<file path="src/rtl/sess_seal_pkg.sv">
package sess_seal_pkg;
  localparam logic [7:0] CHAR_DASH = 8'h2D;

  function automatic logic [7:0] nib_to_ascii(input logic [3:0] nib);
    if (nib < 4'd10) nib_to_ascii = 8'h30 + {4'd0, nib};
    else             nib_to_ascii = 8'h37 + {4'd0, nib};
  endfunction
endpackage

</file>
<file path="src/rtl/sess_pin_watch.sv">
module sess_pin_watch #(
  parameter int PINS        = 3,
  parameter int SYNC_STAGES = 2
) (
  input  logic            clk_i,
  input  logic            rst_ni,
  input  logic [PINS-1:0] pins_i,
  output logic            event_o
);
  localparam int ARM_N = SYNC_STAGES + 1;
  localparam int ARM_W = $clog2(ARM_N + 1);

  logic [SYNC_STAGES-1:0][PINS-1:0] sync_q;
  logic [PINS-1:0]                  prev_q;
  logic [ARM_W-1:0]                 arm_q;
  logic                             armed;

  always_ff @(posedge clk_i or negedge rst_ni) begin
    if (!rst_ni) sync_q[0] <= '0;
    else         sync_q[0] <= pins_i;
  end

  for (genvar s = 1; s < SYNC_STAGES; s++) begin : g_sync
    always_ff @(posedge clk_i or negedge rst_ni) begin
      if (!rst_ni) sync_q[s] <= '0;
      else         sync_q[s] <= sync_q[s-1];
    end
  end

  assign armed = (arm_q == ARM_W'(ARM_N));

  // hold off until prev_q holds a real sample, so reset levels are not edges
  always_ff @(posedge clk_i or negedge rst_ni) begin
    if (!rst_ni) begin
      prev_q <= '0;
      arm_q  <= '0;
    end else begin
      prev_q <= sync_q[SYNC_STAGES-1];
      if (!armed) arm_q <= arm_q + ARM_W'(1);
    end
  end

  assign event_o = armed && (sync_q[SYNC_STAGES-1] != prev_q);

  a_r10_arm_sticky: assert property (@(posedge clk_i) disable iff (!rst_ni)
    armed |=> armed);
endmodule

</file>
<file path="src/rtl/sess_id_collect.sv">
module sess_id_collect #(
  parameter int BYTE_W   = 8,
  parameter int ID_BYTES = 4
) (
  input  logic                       clk_i,
  input  logic                       rst_ni,
  input  logic                       cfg_done_i,
  input  logic                       evt_i,
  input  logic                       rnd_valid_i,
  input  logic [BYTE_W-1:0]          rnd_byte_i,
  output logic [BYTE_W*ID_BYTES-1:0] id_o,
  output logic                       valid_o
);
  localparam int ID_W  = BYTE_W * ID_BYTES;
  localparam int CNT_W = $clog2(ID_BYTES);
  localparam logic [CNT_W-1:0] LAST = CNT_W'(ID_BYTES - 1);

  logic [ID_W-1:0]  acc_q, id_q;
  logic [CNT_W-1:0] cnt_q;
  logic             valid_q, take;

  assign take = cfg_done_i && !evt_i && !valid_q && rnd_valid_i;

  always_ff @(posedge clk_i or negedge rst_ni) begin
    if (!rst_ni) begin
      acc_q   <= '0;
      id_q    <= '0;
      cnt_q   <= '0;
      valid_q <= 1'b0;
    end else if (evt_i || !cfg_done_i) begin
      cnt_q   <= '0;
      valid_q <= 1'b0;
    end else if (take) begin
      acc_q <= {acc_q[ID_W-BYTE_W-1:0], rnd_byte_i};
      if (cnt_q == LAST) begin
        id_q    <= {acc_q[ID_W-BYTE_W-1:0], rnd_byte_i};
        valid_q <= 1'b1;
        cnt_q   <= '0;
      end else begin
        cnt_q <= cnt_q + CNT_W'(1);
      end
    end
  end

  assign id_o    = valid_q ? id_q : '0;
  assign valid_o = valid_q;

  a_r5_id_frozen: assert property (@(posedge clk_i) disable iff (!rst_ni)
    (valid_q && $past(valid_q)) |-> $stable(id_q));
  a_r6_evt_drops: assert property (@(posedge clk_i) disable iff (!rst_ni)
    evt_i |=> !valid_q);
  a_r8_cfg_drops: assert property (@(posedge clk_i) disable iff (!rst_ni)
    !cfg_done_i |=> !valid_q);
  a_r3_valid_needs_byte: assert property (@(posedge clk_i) disable iff (!rst_ni)
    $rose(valid_q) |-> $past(rnd_valid_i && cfg_done_i));
endmodule

</file>
<file path="src/rtl/sess_hex_view.sv">
module sess_hex_view
  import sess_seal_pkg::*;
#(
  parameter int ID_W = 32
) (
  input  logic [ID_W-1:0]   id_i,
  input  logic              valid_i,
  output logic [ID_W*2-1:0] chars_o
);
  localparam int NIBS = ID_W / 4;

  for (genvar k = 0; k < NIBS; k++) begin : g_nib
    assign chars_o[ID_W*2-1-8*k -: 8] =
      valid_i ? nib_to_ascii(id_i[ID_W-1-4*k -: 4]) : CHAR_DASH;
  end
endmodule

</file>
<file path="src/rtl/sess_seal.sv">
module sess_seal #(
  parameter int BYTE_W      = 8,
  parameter int ID_BYTES    = 4,
  parameter int SYNC_STAGES = 2
) (
  input  logic                         clk_i,
  input  logic                         rst_ni,
  input  logic                         cfg_done_i,
  input  logic                         rnd_valid_i,
  input  logic [BYTE_W-1:0]            rnd_byte_i,
  input  logic                         tck_i,
  input  logic                         tms_i,
  input  logic                         tdi_i,
  output logic [BYTE_W*ID_BYTES-1:0]   id_o,
  output logic                         id_valid_o,
  output logic                         tamper_o,
  output logic [BYTE_W*ID_BYTES*2-1:0] id_chars_o
);
  localparam int ID_W = BYTE_W * ID_BYTES;

  logic pin_evt;
  logic tamper_q;

  sess_pin_watch #(.PINS(3), .SYNC_STAGES(SYNC_STAGES)) u_watch (
    .clk_i  (clk_i),
    .rst_ni (rst_ni),
    .pins_i ({tck_i, tms_i, tdi_i}),
    .event_o(pin_evt)
  );

  sess_id_collect #(.BYTE_W(BYTE_W), .ID_BYTES(ID_BYTES)) u_collect (
    .clk_i      (clk_i),
    .rst_ni     (rst_ni),
    .cfg_done_i (cfg_done_i),
    .evt_i      (pin_evt),
    .rnd_valid_i(rnd_valid_i),
    .rnd_byte_i (rnd_byte_i),
    .id_o       (id_o),
    .valid_o    (id_valid_o)
  );

  sess_hex_view #(.ID_W(ID_W)) u_hex (
    .id_i   (id_o),
    .valid_i(id_valid_o),
    .chars_o(id_chars_o)
  );

  always_ff @(posedge clk_i or negedge rst_ni) begin
    if (!rst_ni)      tamper_q <= 1'b0;
    else if (pin_evt) tamper_q <= 1'b1;
  end

  assign tamper_o = tamper_q;

  a_r7_tamper_sticky: assert property (@(posedge clk_i) disable iff (!rst_ni)
    tamper_q |=> tamper_q);
  a_r6_tamper_blocks_id: assert property (@(posedge clk_i) disable iff (!rst_ni)
    $rose(tamper_q) |-> !id_valid_o);
endmodule

</file>
<file path="config.mk">
export PLATFORM = sky130hd
export DESIGN_NAME = sess_seal
export DESIGN_NICKNAME = d
export VERILOG_FILES = /design/src/rtl/sess_seal_pkg.sv /design/src/rtl/sess_pin_watch.sv /design/src/rtl/sess_id_collect.sv /design/src/rtl/sess_hex_view.sv /design/src/rtl/sess_seal.sv
export SDC_FILE = /design/constraint.sdc
export NUM_CORES = 1
export LEC_CHECK = 0
export BUFFER_PORTS_ARGS = -buffer_cell sky130_fd_sc_hd__buf_2
export CORE_ASPECT_RATIO = 0.6
export CORE_MARGIN = 2
export CORE_UTILIZATION = 57
export DETAILED_ROUTE_END_ITERATION = 8
export GPL_ROUTABILITY_DRIVEN = 1
export PLACE_DENSITY = 0.86
export SYNTH_ARGS = -nofsm -noshare
export SYNTH_HDL_FRONTEND = slang
export SYNTH_SLANG_ARGS = --single-unit
</file>
<file path="constraint.sdc">
create_clock -name clk_i -period 3.2 [get_ports clk_i]
set_input_delay 0.16 -clock clk_i [delete_from_list [all_inputs] [get_ports clk_i]]
set_output_delay 0.16 -clock clk_i [all_outputs]
set_load 0.05 [all_outputs]
</file>
Word-level counts from Yosys, hierarchy flattened --
Index checks and enable logic that the tools add are counted.
Storage, ports and cells: flip-flop bits (word level) 71, input port bits 15, output and inout port bits 98, word-level logic and storage cells 75
Operators by class: add/subtract/negate cells 18, magnitude comparators 8, eq/ne operators 3, muxes and demuxes 23, bitwise operators 1, reductions and logical operators 13
Operators with widths (number):
- $mux W8 | 16
- $add A6 B4 Y7 const A | 16
- $lt A4 B4 Y1 const B | 8
- $mux W32 | 1
- $mux W2 | 3
- $add A2 B1 Y2 const B | 2
- $eq A2 B2 Y1 const B | 2
- $logic_and A1 B1 Y1 | 4
- $reduce_and A2 Y1 | 2
- $reduce_bool A2 Y1 | 2
- $logic_not A1 Y1 | 3
- $mux W1 | 3
- $ne A3 B3 Y1 | 1
- $reduce_and A3 Y1 | 1
- $logic_or A1 B1 Y1 | 1
- $not A1 Y1 | 1

Logic depth before layout (Yosys ltp) --
Gate-level depths: netlist of the first run.
depth after elaboration 8, mapped depth 8, mapped depth without buffers 6

Cells and area by module --
A second synthesis of the first run with hierarchy kept.
Second synthesis, totals: cells, all modules 379, area total of the unflattened synthesis 4003.8 µm²
By module, submodules not included:
- sess_id_collect | instances 1, cells each 168, area an instance 2576.2 µm², seq. area each 1476.4 µm²
- sess_hex_view | instances 1, cells each 191, area an instance 1053.5 µm², seq. area each 0.0 µm²
- sess_pin_watch | instances 1, cells each 18, area an instance 342.8 µm², seq. area each 275.3 µm²
- sess_seal | instances 1, cells each 2, area an instance 31.3 µm², seq. area each 25.0 µm²

Least setup slack after synthesis of the first run --
No wires, ideal clock.
path kind register to output, start register u_collect.valid_q, in the netlist u_collect.valid_o, end output id_chars_o[33], data arrival time 2732 ps, data required time 3040 ps, setup slack 308 ps, stages on the path, launching flop included 9, buffers on the path 2, path through dfrtp_1 clkbuf_1 clkbuf_1 and2_1 inv_1 ha_1 nand2_1 nand2_1 nor2_1
On the way: cells in the longest elaborated chain, start to end 4, elaborated cells between the ends (all ways) 6, those cells by class add/sub: 2; order compare: 1; mux: 3
Ends and longest elaborated chain:
- start: declaration | RTL line sess_id_collect.sv:20 | logic valid_q, take;
- start signal: assignment | RTL line sess_id_collect.sv:29 | valid_q <= 1'b0;
- start signal: assignment | RTL line sess_id_collect.sv:32 | valid_q <= 1'b0;
- start signal: assignment | RTL line sess_id_collect.sv:37 | valid_q <= 1'b1;
- $mux W32 (*) | RTL line sess_id_collect.sv:45 | assign id_o = valid_q ? id_q : '0;
- named net id_o[17] | RTL line sess_seal.sv:14 | output logic [BYTE_W*ID_BYTES-1:0] id_o,
- $add A6 B4 Y7 (tied with other cells) | RTL line sess_seal_pkg.sv:6 | else nib_to_ascii = 8'h37 + {4'd0, nib};
- $mux W8 (*) | RTL line sess_seal_pkg.sv:5 | if (nib < 4'd10) nib_to_ascii = 8'h30 + {4'd0, nib};
- $mux W8 (*) | RTL line sess_hex_view.sv:14 | valid_i ? nib_to_ascii(id_i[ID_W-1-4*k -: 4]) : CHAR_DASH;
- end: declaration | RTL line sess_seal.sv:17 | output logic [BYTE_W*ID_BYTES*2-1:0] id_chars_o
Mark *: on every way through the listed nets, which the timed path passes. The rest lies on a longest branch.

Worst setup path in the final report of the first run --
start register u_collect.valid_q, in the netlist u_collect.valid_o, end output id_chars_o[28]
On the way: cells in the longest elaborated chain, start to end 4, elaborated cells between the ends (all ways) 6, those cells by class add/sub: 2; order compare: 1; mux: 3
Ends and longest elaborated chain (RTL line):
- $mux W32 | sess_id_collect.sv:45
- $add A6 B4 Y7 (tied with other cells) | sess_seal_pkg.sv:6
- $mux W8 | sess_seal_pkg.sv:5
- $mux W8 (*) | sess_hex_view.sv:14
Mark *: on every way between the ends. The rest lies on a longest branch, timed or not.

==> metrics.yaml, run 1 <==
status: "finished, violations left"
violations: "negative hold slack"
drtPass1Iterations: 4
synthAdderAreaFrac_pct: 3.10
nets: 510
met3_length_um: 550
synth-edff-count: 0
met1Wirelength_um: 3910
slowest_stage: "buf_4"
internal_power_mw: 1.87
instances_no_fill: 577
critPathTopFamily: "buffers and inverters"
clk_latency_ns: 0.33
skew_ns: 0.00466
grt_max_degree: 75
clock_sinks: 71
p_sw_share_pct: 22.5
cp.required_ns: 3.04
dpl.hpwl_um: 6050
grt_pass1_wl_um: 14000
period_needed_ns: 2.51
syn_inst: 395
synth-seq-cells: 71
synth_common_cells: "nand2_1, dfrtp_1, mux2_4"
critPathArrivalTime_ns: 2.35
coreArea_mm2: 0.00676
netlist_top_cells_area: "dfrtp_1, mux2_4, mux2_2, nand2_1, and2_1"
cts-resized-gates: 0
critical_path_class: "flop to output pin"
worstMarginPinSlew_ns: 0.946
synth_top_area_share_pct: 44.0
fmax_mhz: 399
netlist_area_mm2: 0.00404
synth_xor_area_share_pct: 2.60
postCtsHoldBufs: 3
synth_top_family_by_area: "multiplexers"
drt_iter0_drc: 234
clkPwrFrac_pct: 44.6
period_share_pct: 78.4
first_global_vias: 2790
yosysSeqAreaShare_pct: 44.0
muxShareOfSynthArea_pct: 19.2
avgRoutedWirePerCell_um: 15.2
switching_power_uw: 543
cts_tree: "built"
wl_um: 8740
synthSimpleGateAreaFrac_pct: 17.1
numCtsBuffers: 9
synthArstFlopShare_pct: 100
syn_to_final_growth_pct: 19.6
power_frac_comb_pct: 8.4
postCtsSetupBuffers: 0
cap_violations: 0
hold_viol: 42
antenna_cells: 0
placed_cells: 558
grtUsageTotal_pct: 22.8
drc_errors: 0
critPathMaxStageDelay_ns: 0.52
rows: 23
synth_compound_area_share_pct: 5.89
top_layer: "met4"
critPathCaptureType: "output pin"
vias: 3068
synth_most_common_cell: "nand2_1"
fin_hold_ws_ns: -0.0171
htree_levels: 3
globalRoute.totalOverflow: 0
power_per_cell_area_mw_per_mm2: 499
rsz0062_at_grt: "false"
ios: 113
crit_path_start_kind: "flop"
p_seq_share_pct: 47.0
wl_met2_um: 4140
setup_tns_ns: 0
cts-root-buf: "clkbuf_16"
dieArea_mm2: 0.00780
hold_path_class: "primary input to async pin"
ir_drop_mv: 0.271
slew_violations: 0
yosysWarnings: 0
gp_congestion: 0.787
total_power_mw: 2.41
clkTransAtPathRegs_ns: 0.05
p_leak_nw: 2.32
setup_violations: 0
routed_via_density: 5.32
synth_ff_type: "dfrtp_1"
crit_path_max_fanout: 74
drive_gt1_share_pct: 37.1
detail-route-antenna-nets: 0
initial_core_util_pct: 59.7
max_slew_margin_pct: 37.0
synth_cell_type_count: 28
crit_path_cell_trace: "buf_4 -> nand2_1 -> ha_1 -> nor2b_1 -> o21ai_0 -> and2_1 -> buf_2"
syn_area_per_cell_um2: 10.2
die_width_um: 113
worst-path-buf-inv: 2
fp.dieH_um: 69.2
port_buffers: 104
yosysTopAreaCell: "dfrtp_1"
clockBufferDepth: 2
antenna_found_initial: 0
## worst reg2reg max path, delay by kind of cell (launching register included)
| kind | cells | cell delay (ns) |
|---|---|---|
| simple gates | 1 | 0.67 |
| flops | 1 | 0.37 |
| compound gates | 1 | 0.37 |
| mux | 1 | 0.33 |
| buf+inv | 1 | 0.27 |
| xor+xnor | 1 | 0.17 |
## routing by layer
metal / vias up / track usage [%]
li1: 1466 / -
met1: 1484 / 30.1
met2: 104 / 36.6
met3: 14 / 6.91
met4: 0 / 6.78
met5: - / 0
## flip-flops by register name, summed over array words and instances (netlist names)
name,cells
u_collect.id_q,32
u_watch.arm_q,2
u_collect.acc_q,24
u_watch.prev_q,3
u_watch.sync_q,6
u_collect.cnt_q,2
tamper_o,1
u_collect.valid_o,1
## worst paths after layout
kind,endpoint,cells past startpoint,from,slack (ns)
setup / recovery,id_chars_o[28],7,u_collect.valid_o$_DFFE_PN0P_,0.69
hold reg to reg,u_watch.sync_q[3]$_DFF_PN0_,0,u_watch.sync_q[0]$_DFF_PN0_,0.35
min in group clk_i,u_collect.id_q[2]$_DFFE_PN0P_,2,rnd_byte_i[2],0.08
max in group asynchronous,u_watch.arm_q[0]$_DFFE_PN0N_,2,rst_ni,2.47
setup reg to reg,u_collect.id_q[21]$_DFFE_PN0P_,5,u_watch.prev_q[0]$_DFF_PN0_,0.92
hold / removal,u_collect.id_q[28]$_DFFE_PN0P_,1,rst_ni,-0.02
## placed cells by master (no fill, tap or decap), types with 2 or more instances in the layout
master | netlist | routed
a21oi_1 | 9 | 9
and2_1 | 25 | 25
buf_2 | 0 | 104
buf_4 | 8 | 3
bufinv_16 | 0 | 2
clkbuf_1 | 24 | 2
clkbuf_16 | 0 | 9
clkbuf_8 | 0 | 2
conb_1 | 1 | 8
dfrtp_1 | 71 | 70
dlygate4sd3_1 | 0 | 3
ha_1 | 10 | 10
inv_1 | 16 | 16
mux2_2 | 26 | 26
mux2_4 | 30 | 30
mux2i_1 | 2 | 2
nand2_1 | 72 | 72
nand3_1 | 8 | 8
nand4b_1 | 8 | 8
nor2_1 | 20 | 20
nor2b_1 | 9 | 9
o21a_1 | 8 | 8
o21ai_0 | 24 | 24
xor2_1 | 11 | 11
## kinds of logic (layout without fill, tap and decap cells)
logic type	count (synthesis)	in the layout
simple gates	145	145
compound gates	42	42
mux	59	59
other cells	1	8
fa+ha+maj	10	10
flops	71	71
buf+inv	55	143
xor+xnor	12	12
## power by group through the flow
stage	Sequential [mW]	Clock, mW	Combinational [mW]
after floorplan	1.10	0	0.158
after global placement	1.13	0	0.183
after detailed placement	1.14	0	0.200
after CTS	1.13	1.09	0.207
after global routing	1.15	1.14	0.218
final	1.13	1.08	0.203
## final cells by class
class / instances / area (µm²)
clock buffer: 13 / 260
inverter: 16 / 60.1
sequential: 71 / 1780
timing repair buffer: 111 / 593
tap: 87 / 109
clock inverter: 3 / 65.1
multi-input combinational: 276 / 1970
fill: 493 / 1930
## metrics by stage
| stage | setup WS [ns] | utilization, % | cell area [µm²] |
|---|---|---|---|
| 6_report | 0.692 | 71.4 | 4830 |
| 3_5_place_dp | 0.959 | 66.2 | 4480 |
| 4_1_cts | 0.688 | 71.4 | 4830 |
| 3_3_place_gp | 1.01 | 66.2 | 4480 |
| 2_1_floorplan | 0.308 | - | 4060 |
| 5_1_grt | 0.519 | 71.4 | 4830 |
Power figures use the tool's default switching activity.
==> run 2, diff against run 1 <==
- ABC_AREA: unset -> 1
- CORE_UTILIZATION: 57 -> 52
- PLACE_DENSITY: 0.86 -> 0.8
- clock period: 3.2 -> 2.4 ns (I/O delays scaled with it)
==> metrics.yaml, run 2 <==
dieArea_mm2: 0.00796  # +2.1%
netlist_area_mm2: 0.00377  # -6.7%
placed_area_mm2: 0.00434  # -3.1%
die_width_um: 114  # +1.1%
ios: 113  # unchanged
crit_path_max_fanout: 33  # -55%
detail-route-antenna-nets: 0  # unchanged
synth_top_family_by_area: "simple AND/OR/NAND/NOR gates"
muxShareOfSynthArea_pct: 0.299  # -19 points
initial_core_util_pct: 55.0  # -4.7 points
internal_power_mw: 2.45  # +31%
met3_length_um: 642  # +17%
cap_violations: 0  # unchanged
drive_gt1_share_pct: 24.9  # -12 points
antenna_found_initial: 0  # unchanged
setup_tns_ns: 0  # unchanged
synth_cell_type_count: 19  # -32%
vias: 3671  # +20%
synthArstFlopShare_pct: 100  # unchanged
top_layer: "met4"
antenna_cells: 0  # unchanged
slew_violations: 0  # unchanged
first_global_vias: 3343  # +20%
grt_max_degree: 61  # -19%
top_regs: "u_collect.id_q (32), u_collect.acc_q (24), u_watch.sync_q (6)"
synth_xor_area_share_pct: 0.465  # -2.1 points
yosysSeqAreaShare_pct: 47.2  # +3.2 points
clock_sinks: 71  # unchanged
cp.required_ns: 2.28  # -0.76 ns
p_seq_share_pct: 45.1  # -1.9 points
largest_reg_flops: 32  # unchanged
setup_violations: 0  # unchanged
status: "completed"
p_leak_nw: 2.80  # +21%
synth_compound_area_share_pct: 7.74  # +1.9 points
mostFrequentLayoutCells: "nand2_1, buf_2, dfrtp_1"
fmax_mhz: 462
hold_viol: 0  # -100%
clockBufferDepth: 2  # unchanged
cts-root-buf: "clkbuf_16"
coreArea_mm2: 0.00685  # +1.3%
rsz0062_at_grt: "false"
regArea_mm2: 0.00178  # about the same
drt_iter0_drc: 243  # +3.8%
synth_top_area_share_pct: 47.2  # +3.2 points
switching_power_uw: 769  # +42%
grtUsageTotal_pct: 23.9  # +1.1 points
clk_latency_ns: 0.33  # about the same
avgRoutedWirePerCell_um: 13.3  # -12%
globalRoute.totalOverflow: 0  # unchanged
period_share_pct: 90.2
numCtsBuffers: 9  # unchanged
synth-seq-cells: 71  # unchanged
ir_drop_mv: 0.345  # +27%
wl_met2_um: 4160  # +0.48%
drc_errors: 0  # unchanged
syn_to_final_growth_pct: 25.5
fp.dieH_um: 69.9  # +1.0%
syn_inst: 503  # +27%
drtPass1Iterations: 5  # +1
worst_slack_ns: 0.236  # -0.456 ns
synthAdderAreaFrac_pct: 3.32  # +0.22 points
netlist_top_cells_area: "dfrtp_1, nand2_1, inv_1, nand4_1, o21ai_0"
syn_area_per_cell_um2: 7.49  # -27%
place_ws_ns: 0.530  # -0.429 ns
synth-edff-count: 0  # unchanged
met1Wirelength_um: 4330  # +11%
worstMarginPinSlew_ns: 0.625  # -0.321 ns
clkPwrFrac_pct: 47.5  # +2.9 points
synthSimpleGateAreaFrac_pct: 29.4  # +12 points
n_fill_cell: 537  # +8.9%
largest-register: "u_collect.id_q"
p_sw_share_pct: 23.9  # +1.4 points
routed_via_density: 5.29  # -0.52%
power_per_cell_area_mw_per_mm2: 680  # +36%
yosysTopAreaCell: "dfrtp_1"
clkTransAtPathRegs_ns: 0.05  # about the same
yosysWarnings: 0  # unchanged
total_power_mw: 3.22  # +33%
final_common_cell: "nand2_1"
critical_path_class: "flop to output pin"
nets: 627  # +23%
htree_levels: 3  # unchanged
synth_common_cells: "nand2_1, dfrtp_1, inv_1"
final_cell_area_mm2: 0.00473  # -2.1%
synth_most_common_cell: "nand2_1"
max_slew_margin_pct: 58.3  # +21 points
critPathArrivalTime_ns: 2.04  # -0.31 ns
crit_path_start_kind: "flop"
hold_path_class: "primary input to flop"
power_frac_comb_pct: 7.4  # -1.0 points
period_needed_ns: 2.16
rows: 23  # unchanged
dpl.hpwl_um: 6470  # +6.9%
skew_ns: 0.00529  # +0.000628 ns
synth_ff_type: "dfrtp_1"
grt_pass1_wl_um: 15400  # +9.9%
critPathCaptureType: "output pin"
multiInputGateArea_mm2: 0.00162  # -17%
gp_congestion: 0.829  # +5.4%
port_buffers: 104  # unchanged
cts_tree: "built"
wl_um: 9210  # +5.3%
run 2: cell type report:
cell class | instances | area share (%)
sequential | 71 | 37.6
multi-input combinational | 339 | 34.3
timing repair buffer | 117 | 13.4
inverter | 64 | 5.08
clock buffer | 10 | 5.06
tap | 87 | 2.30
clock inverter | 6 | 2.28
run 2: path summary, 6_finish.rpt:
path	from	to	slack (ns)	cells past startpoint
worst max register to register	u_watch.arm_q[0]$_DFFE_PN0N_	u_collect.acc_q[7]$_DFFE_PN0P_	0.65	5
worst min register to register	u_watch.sync_q[1]$_DFF_PN0_	u_watch.sync_q[4]$_DFF_PN0_	0.34	0
worst min-delay path	rnd_byte_i[5]	u_collect.acc_q[5]$_DFFE_PN0P_	0.04	3
worst max-delay path	u_collect.valid_o$_DFFE_PN0P_	id_chars_o[18]	0.24	7
min in group asynchronous	rst_ni	u_collect.id_q[6]$_DFFE_PN0P_	0.24	2
max in group asynchronous	rst_ni	u_collect.acc_q[16]$_DFFE_PN0P_	1.40	3
run 2: cells by family (layout without fill, tap and decap cells):
group | count (synthesis) | after routing
AO/OA/AOI/OAI | 56 | 56
multiplexers | 1 | 1
adder cells (fa/ha/maj) | 10 | 10
buffers and inverters | 100 | 197
other | 1 | 8
XOR/XNOR | 2 | 2
AND/OR/NAND/NOR | 262 | 262
flip-flops | 71 | 71
run 2: power groups by stage:
stage                     Combinational (mW)  Sequential, mW  Clock [mW]
final                                  0.238            1.45        1.53
after detailed placement               0.227            1.46           0
after CTS                              0.240            1.44        1.54
after floorplan                        0.174            1.43           0
after global routing                   0.279            1.46        1.60
after global placement                 0.216            1.46           0
run 2: worst max-delay path: stages, from the launching register on:
cell and delay [ns]:
dfrtp_1 0.40, buf_6 0.25, nand2_1 0.14, a21oi_1 0.27, inv_1 0.15, o21ai_0 0.20, nand2_1 0.08, buf_2 0.22
run 2: layer usage:
metal | track usage, % | vias up
met5 | 0 | -
met4 | 5.01 | 0
met3 | 6.86 | 13
met2 | 38.2 | 158
met1 | 32.6 | 1712
li1 | - | 1788
run 2: metrics by stage:
step                hold WS (ns)  util [%]  std cells
global placement          0.0631      63.3        674
finish                    0.0402      69.0        694
detailed placement        0.0663      63.3        674
floorplan                 -0.176         -        510
CTS                       0.0322      69.0        694
global route              0.0601      69.0        694
run 2: what timing repair did:
action                                  in CTS  in global routing
hold buffers                                 4                  0
endpoints found under the hold margin       18                  0
endpoints found under the setup margin       0                  1
buffers inserted                             0                  0
resized for setup                            0                  1
